[src/rtl/atomic_rmw_pkg.sv]
package atomic_rmw_pkg;
  localparam int DATA_W = 64;
  localparam int HALF_W = DATA_W / 2;
  localparam int OFF_W  = 16;
  localparam int IMM_W  = 32;
  localparam int BE_W   = DATA_W / 8;

  localparam logic [1:0] SIZE_WORD  = 2'd0;
  localparam logic [1:0] SIZE_DWORD = 2'd3;

  localparam logic [7:0] OP_ADD  = 8'h00;
  localparam logic [7:0] OP_OR   = 8'h40;
  localparam logic [7:0] OP_AND  = 8'h50;
  localparam logic [7:0] OP_XOR  = 8'ha0;
  localparam logic [7:0] OP_XCHG = 8'he0;
  localparam logic [7:0] OP_CMPX = 8'hf0;

  typedef enum logic [2:0] {
    ST_IDLE, ST_READ, ST_MODIFY, ST_WRITE, ST_DONE
  } rmwState_e;

  typedef struct packed {
    logic latchOp;
    logic readEn;
    logic capture;
    logic writeEn;
    logic finish;
  } rmwStrobe_t;

  function automatic logic opLegal(input logic [1:0] sz, input logic [IMM_W-1:0] imm);
    logic immOk;
    case ({imm[7:1], 1'b0})
      OP_ADD, OP_OR, OP_AND, OP_XOR: immOk = 1'b1;
      OP_XCHG, OP_CMPX:              immOk = imm[0];
      default:                       immOk = 1'b0;
    endcase
    return ((sz == SIZE_WORD) || (sz == SIZE_DWORD)) && (imm[IMM_W-1:8] == '0) && immOk;
  endfunction
endpackage

[src/rtl/atomic_rmw_ctrl.sv]
module atomic_rmw_ctrl
  import atomic_rmw_pkg::*;
(
  input  logic       clk,
  input  logic       rstN,
  input  logic       start,
  input  logic       opOk,
  input  logic       cmpMiss,
  output rmwStrobe_t strobe,
  output logic       lock,
  output logic       busy,
  output logic       error
);
  rmwState_e stateQ, stateD;
  logic errorQ;

  always_comb begin
    stateD = stateQ;
    case (stateQ)
      ST_IDLE:   if (start && opOk) stateD = ST_READ;
      ST_READ:   stateD = ST_MODIFY;
      ST_MODIFY: stateD = cmpMiss ? ST_DONE : ST_WRITE;
      ST_WRITE:  stateD = ST_DONE;
      ST_DONE:   stateD = ST_IDLE;
      default:   stateD = ST_IDLE;
    endcase
  end

  always_ff @(posedge clk or negedge rstN) begin
    if (!rstN) begin
      stateQ <= ST_IDLE;
      errorQ <= 1'b0;
    end else begin
      stateQ <= stateD;
      errorQ <= (stateQ == ST_IDLE) && start && !opOk;
    end
  end

  always_comb begin
    strobe.latchOp = (stateQ == ST_IDLE) && start && opOk;
    strobe.readEn  = (stateQ == ST_READ);
    strobe.capture = (stateQ == ST_MODIFY);
    strobe.writeEn = (stateQ == ST_WRITE);
    strobe.finish  = (stateQ == ST_DONE);
  end

  assign lock  = (stateQ == ST_READ) || (stateQ == ST_MODIFY) || (stateQ == ST_WRITE);
  assign busy  = (stateQ != ST_IDLE);
  assign error = errorQ;

  // a single read per accepted operation
  p_single_read_r1: assert property (@(posedge clk) disable iff (!rstN)
    strobe.readEn |=> !strobe.readEn);
  // a write is always preceded by a locked cycle
  p_write_after_lock_r2: assert property (@(posedge clk) disable iff (!rstN)
    strobe.writeEn |-> $past(lock));
  // completion returns the unit to idle
  p_done_closes_r2: assert property (@(posedge clk) disable iff (!rstN)
    strobe.finish |=> !busy);
  // a rejection touches neither lock nor completion
  p_reject_clean_r9: assert property (@(posedge clk) disable iff (!rstN)
    error |-> (!lock && !strobe.finish && !busy));
  // start during an operation never launches a read
  p_busy_ignores_start_r10: assert property (@(posedge clk) disable iff (!rstN)
    (busy && start) |=> !strobe.readEn);
endmodule

[src/rtl/atomic_rmw_dp.sv]
module atomic_rmw_dp
  import atomic_rmw_pkg::*;
(
  input  logic              clk,
  input  logic              rstN,
  input  rmwStrobe_t        strobe,
  input  logic [1:0]        sizeCode,
  input  logic [IMM_W-1:0]  opImm,
  input  logic [DATA_W-1:0] dstBase,
  input  logic [OFF_W-1:0]  offset,
  input  logic [DATA_W-1:0] srcVal,
  input  logic [DATA_W-1:0] r0Val,
  input  logic [DATA_W-1:0] memRdata,
  output logic              opOk,
  output logic              cmpMiss,
  output logic [DATA_W-1:0] memAddr,
  output logic [DATA_W-1:0] memWdata,
  output logic [BE_W-1:0]   memBe,
  output logic [DATA_W-1:0] srcOut,
  output logic              srcWe,
  output logic [DATA_W-1:0] r0Out,
  output logic              r0We
);
  logic [DATA_W-1:0] addrQ, srcQ, r0Q, oldQ, newQ;
  logic [7:0]        immQ;
  logic              wordQ;
  logic [DATA_W-1:0] oldExt, r0Cmp, newVal;
  logic              isCmpx;

  assign opOk = opLegal(sizeCode, opImm);

  always_ff @(posedge clk or negedge rstN) begin
    if (!rstN) begin
      addrQ <= '0; srcQ <= '0; r0Q <= '0; immQ <= '0; wordQ <= 1'b0;
      oldQ  <= '0; newQ <= '0;
    end else begin
      if (strobe.latchOp) begin
        addrQ <= dstBase + {{(DATA_W-OFF_W){offset[OFF_W-1]}}, offset};
        immQ  <= opImm[7:0];
        wordQ <= (sizeCode == SIZE_WORD);
        srcQ  <= srcVal;
        r0Q   <= r0Val;
      end
      if (strobe.capture) begin
        oldQ <= oldExt;
        newQ <= newVal;
      end
    end
  end

  assign isCmpx = ({immQ[7:1], 1'b0} == OP_CMPX);
  assign oldExt = wordQ ? {{HALF_W{1'b0}}, memRdata[HALF_W-1:0]} : memRdata;
  assign r0Cmp  = wordQ ? {{HALF_W{1'b0}}, r0Q[HALF_W-1:0]} : r0Q;
  assign cmpMiss = isCmpx && (oldExt != r0Cmp);

  always_comb begin
    case ({immQ[7:1], 1'b0})
      OP_ADD:  newVal = memRdata + srcQ;
      OP_OR:   newVal = memRdata | srcQ;
      OP_AND:  newVal = memRdata & srcQ;
      OP_XOR:  newVal = memRdata ^ srcQ;
      default: newVal = srcQ;
    endcase
  end

  assign memAddr  = addrQ;
  assign memWdata = wordQ ? {{HALF_W{1'b0}}, newQ[HALF_W-1:0]} : newQ;
  assign memBe    = wordQ ? {{(BE_W/2){1'b0}}, {(BE_W/2){1'b1}}} : {BE_W{1'b1}};
  assign srcOut   = oldQ;
  assign r0Out    = oldQ;
  assign srcWe    = strobe.finish && immQ[0] && !isCmpx;
  assign r0We     = strobe.finish && isCmpx;

  // the write goes to the address that was read
  p_addr_held_r1: assert property (@(posedge clk) disable iff (!rstN)
    strobe.writeEn |-> $stable(memAddr));
  // returned word values carry no upper bits
  p_word_zero_ext_r4: assert property (@(posedge clk) disable iff (!rstN)
    ((srcWe || r0We) && wordQ) |-> (srcOut[DATA_W-1:HALF_W] == '0));
  // compare-exchange returns only to the accumulator
  p_cmpx_target_r7: assert property (@(posedge clk) disable iff (!rstN)
    r0We |-> !srcWe);
endmodule

[src/rtl/atomic_rmw_unit.sv]
module atomic_rmw_unit
  import atomic_rmw_pkg::*;
(
  input  logic              clk,
  input  logic              rstN,
  input  logic              start,
  input  logic [1:0]        sizeCode,
  input  logic [IMM_W-1:0]  opImm,
  input  logic [DATA_W-1:0] dstBase,
  input  logic [OFF_W-1:0]  offset,
  input  logic [DATA_W-1:0] srcVal,
  input  logic [DATA_W-1:0] r0Val,
  output logic              busy,
  output logic              lock,
  output logic              done,
  output logic              error,
  output logic [DATA_W-1:0] memAddr,
  output logic              memRe,
  output logic              memWe,
  output logic [BE_W-1:0]   memBe,
  output logic [DATA_W-1:0] memWdata,
  input  logic [DATA_W-1:0] memRdata,
  output logic [DATA_W-1:0] srcOut,
  output logic              srcWe,
  output logic [DATA_W-1:0] r0Out,
  output logic              r0We
);
  rmwStrobe_t strobe;
  logic opOk, cmpMiss;

  atomic_rmw_ctrl i_ctrl (
    .clk(clk), .rstN(rstN), .start(start), .opOk(opOk), .cmpMiss(cmpMiss),
    .strobe(strobe), .lock(lock), .busy(busy), .error(error)
  );

  atomic_rmw_dp i_dp (
    .clk(clk), .rstN(rstN), .strobe(strobe), .sizeCode(sizeCode), .opImm(opImm),
    .dstBase(dstBase), .offset(offset), .srcVal(srcVal), .r0Val(r0Val),
    .memRdata(memRdata), .opOk(opOk), .cmpMiss(cmpMiss), .memAddr(memAddr),
    .memWdata(memWdata), .memBe(memBe), .srcOut(srcOut), .srcWe(srcWe),
    .r0Out(r0Out), .r0We(r0We)
  );

  assign memRe = strobe.readEn;
  assign memWe = strobe.writeEn;
  assign done  = strobe.finish;
endmodule

[config.mk]
export PLATFORM = sky130hd
export DESIGN_NAME = atomic_rmw_unit
export DESIGN_NICKNAME = d
export VERILOG_FILES = /design/src/rtl/atomic_rmw_pkg.sv /design/src/rtl/atomic_rmw_ctrl.sv /design/src/rtl/atomic_rmw_dp.sv /design/src/rtl/atomic_rmw_unit.sv
export SDC_FILE = /design/constraint.sdc
export NUM_CORES = 1
export LEC_CHECK = 0
export BUFFER_PORTS_ARGS = -buffer_cell sky130_fd_sc_hd__buf_2
export CAP_MARGIN = 5
export CORE_MARGIN = 4
export CORE_UTILIZATION = 41
export CTS_CLUSTER_DIAMETER = 200
export DETAILED_ROUTE_END_ITERATION = 16
export MAX_ROUTING_LAYER = met4
export PLACE_DENSITY = 0.73
export SETUP_SLACK_MARGIN = 0.1
export SLEW_MARGIN = 5
export SYNTH_ARGS = -nofsm -noshare
export SYNTH_HDL_FRONTEND = slang
export SYNTH_SLANG_ARGS = --single-unit
[constraint.sdc]
create_clock -name clk -period 7.6 [get_ports clk]
set_input_delay 1.14 -clock clk [delete_from_list [all_inputs] [get_ports clk]]
set_output_delay 1.14 -clock clk [all_outputs]
set_load 0.01 [all_outputs]
==> summary.md <==
| Metric | Value |
|---|---|
| Status | finished clean |
| Worst Skew | 0.0286 ns |
| Comb pwr share | 0.317 |
| Post-synth top cells | nand2_1, dfrtp_1, o21ai_0 |
| Die height | 251 um |
| Power Internal | 4.03 mW |
| Layout Utilization | 0.487 |
| Pwr per Cell Area | 221 mW/mm^2 |
| Max-slew violation count | 0 |
| Area Overhead vs Synth | 16.8% |
| Asr flop ratio synth | 1.00 |
| Remaining antenna violation count | 0 |
| Synthesized cell area | 0.0243 mm^2 |
| Fill count | 5677 |
| TritonCTS clock tree | yes |
| Top cells by area, synth | dfrtp_1, ha_1, nand2_1 |
| Antenna violations before repair | 14 |
| Area share of the largest cell type after synthesis | 0.344 |
| Final WL | 86200 um |
| Total track usage | 0.270 |
| Hold Crit Class | reg -> reg |
| DRC viols | 0 |
| Mapped Cells | slightly below 3000 |
| Post-CTS Hold Fix Bufs | 0 |
| Max Root-Sink Buffers | 3 |
| Crit. End Element | flop |
| Sequential-to-total area share from yosys stat | 0.344 |
| Setup TNS | 0 ns |
| Max Cap Viol | 0 |
| CP most frequent cell | o41ai_2 |
| Layout cells sized above 1 | 0.214 |
| Grt total ovfl | 0 |
| CP Buf/Inv Count | 2 |
| Clock root cell | clkbuf_16 |
| Worst path cell trace | buf_2, ha_1, inv_1, fa_1, nor2b_1, o31a_1, o41ai_2, o41ai_2, o31ai_2, o2111ai_1, nand4_1, o21bai_2, mux2i_1, nand2_1 |
| Iter 0 DRT Violations | around 1900 |
| Yosys warning count | 0 |
| P_sw | 2.23 mW |
| Die area | 0.0631 mm^2 |
| Area leader, netlist | dfrtp_1 |
| Endpoints failing hold | 0 |
| Tightest Pin Transition | 1.14 ns |
| Nature of the critical path startpoint | input port |
| Worst EP required | 8.03 ns |
| Fraction of the cycle the final worst path needs | 0.570 |
| Clock-pin slew of the registers on the worst-case setup and hold paths | around 0.06 ns |
| Clock latency on the worst-skew pair | slightly below 0.6 ns |
| Input/output buffers | 576 |
| Slew margin rel. | 0.237 |
| TritonCTS buffer count | 41 |
| Vias in the first global route | between 20000 and 25000 |
| Tmin final | ~4.3 ns |
| CP Class | in -> reg |
| Row count | just under 90 |
| Crit-path max FO | 4 |
| Main synth FF type | dfrtp_1 |
| Core area | 0.0581 mm^2 |
| Dpl hpwl | about 65000 um |
| Netlist cell types | between 80 and 90 |
| Clock share of power | 0.331 |
| Routed vias/inst | 5.60 |
| RSZ-0062 raised after global routing | no |
| Post-synth EDFFs | 0 |
| Final setup viols | 0 |
| Postcts setup bufs | 0 |
| Critical Path Max Stage Delay | 0.67 ns |
| CTS Sinks | 333 |
| Most numerous cell in the Yosys netlist | nand2_1 |
| Average cell area after synthesis | 8.22 um^2 |
| CP arrival | 4.76 ns |
| Sw frac | 0.357 |
| CP delay by family, top | compound AO/OA/AOI/OAI gates |
| Slowest cell on crit path | o41ai_2 |
| Cts repair resizes | 0 |
| H-tree depth | 2 |
| Leak | 14.0 nW |
| Global-route wire length before repair | 131000 um |
| Via count | 23100 |
| Peak VDD IR | between 0.00015 and 0.0002 V |
| Synth Register Bits | 333 |
| Largest net degree at the start of global routing | 152 |
| Highest Clock Rate | 231 MHz |
| Initial core utilization | 0.417 |
| Final #Nets | approximately 3800 |
| Die width | 251 um |
| Routed WL per cell | 20.9 um |
| DRT Pass-1 Iters | 5 |
| RD Place Congestion | 0.977 |
| Reg power frac | 0.352 |
| I/O pin count | 581 |
## per-layer routing
layer,part of all wire,routed length [um],track usage,up-vias
li1,-,-,-,10900
met1,0.41,35400,0.338,11000
met2,0.46,39900,0.426,965
met3,0.086,7410,0.0655,173
met4,0.040,3460,0.0987,0
met5,0,0,-,-
## registers in the layout, indices dropped and copies added (netlist names)
| signal | flops |
|---|---|
| i_dp.wordQ | 1 |
| i_dp.r0Out | 64 |
| i_dp.newQ | 64 |
| i_ctrl.error | 1 |
| i_ctrl.stateQ | 3 |
| i_dp.immQ | 8 |
| i_dp.srcQ | 64 |
| i_dp.r0Q | 64 |
| i_dp.memAddr | 64 |
## power by group through the flow
stage	combinational [mW]	sequential (mW)	clock (mW)
finish	1.98	2.20	2.08
CTS	1.99	2.20	2.11
floorplan	1.38	2.23	0
global route	2.20	2.23	2.18
global placement	1.95	2.23	0
detailed placement	1.98	2.23	0
## layout by cell type (no fill, tap or decap), drive strengths merged, types with 15 or more instances in the layout
master    n
xor2     79
dfrtp   333
ha      192
nor2b    44
nand4    53
a22oi    35
o21bai   24
nor2    136
and3     16
o21ai   313
a211oi   18
o31ai    46
nand2   539
clkbuf   50
nor3     27
buf     597
nand3    28
a21o     83
a221oi   57
xnor2    93
inv     176
clkinv   15
o21a     22
nor4     24
a21oi   153
a31oi    27
## path summary, 6_finish.rpt
kind / from / endpoint / slack (ns) / depth (start not counted)
worst max-delay path: memRdata[0] / i_dp.newQ[54] / 3.27 / 14
worst min-delay path: i_dp.newQ[49] / i_dp.newQ[49] / 0.46 / 2
worst max register to register: i_dp.srcQ[0] / i_dp.newQ[54] / 3.58 / 13
worst min register to register: i_dp.newQ[49] / i_dp.newQ[49] / 0.46 / 2
max in group asynchronous: rstN / i_dp.r0Q[22] / 5.66 / 2
min in group asynchronous: rstN / i_dp.r0Q[35] / 0.59 / 1
## per-stage QoR
step | hold WS [ns] | total power, mW | setup WS, ns | std cells | instance area, um^2
floorplan | 0.431 | 3.62 | 3.89 | 2955 | 24300
global placement | 0.457 | 4.18 | 2.87 | 4038 | 26900
detailed placement | 0.454 | 4.21 | 2.81 | 4038 | 26900
CTS | 0.468 | 6.30 | 3.42 | 4111 | 28300
global route | 0.501 | 6.61 | 3.13 | 4124 | 28300
finish | 0.463 | 6.26 | 3.27 | 4125 | 28300
## layout make-up
type,count,area (um^2),share of cell area
multi-input combinational,2167,13800,0.489
tap,765,957,0.0338
sequential,333,8330,0.294
clock inverter,23,270,0.00954
timing repair buffer,597,3090,0.109
clock buffer,50,1130,0.0399
inverter,176,661,0.0233
antenna,14,35.0,0.00124
## cells by family after synthesis
group,after synthesis,share of synthesized area
xor gates and xnor gates,172,0.0621
other,1,0.000155
and+or+nand+nor,911,0.165
buffers and inverters,455,0.0884
DFF,333,0.344
adders and majority gates,194,0.101
muxes,18,0.00769
AOI/OAI and AO/OA,868,0.233
## worst min-delay path, stage by stage (launching register included)
cell and delay [ns]:
dfrtp_1 0.34, nand2_1 0.05, nand2_1 0.05
No activity file was read; power rests on OpenSTA's default activity.
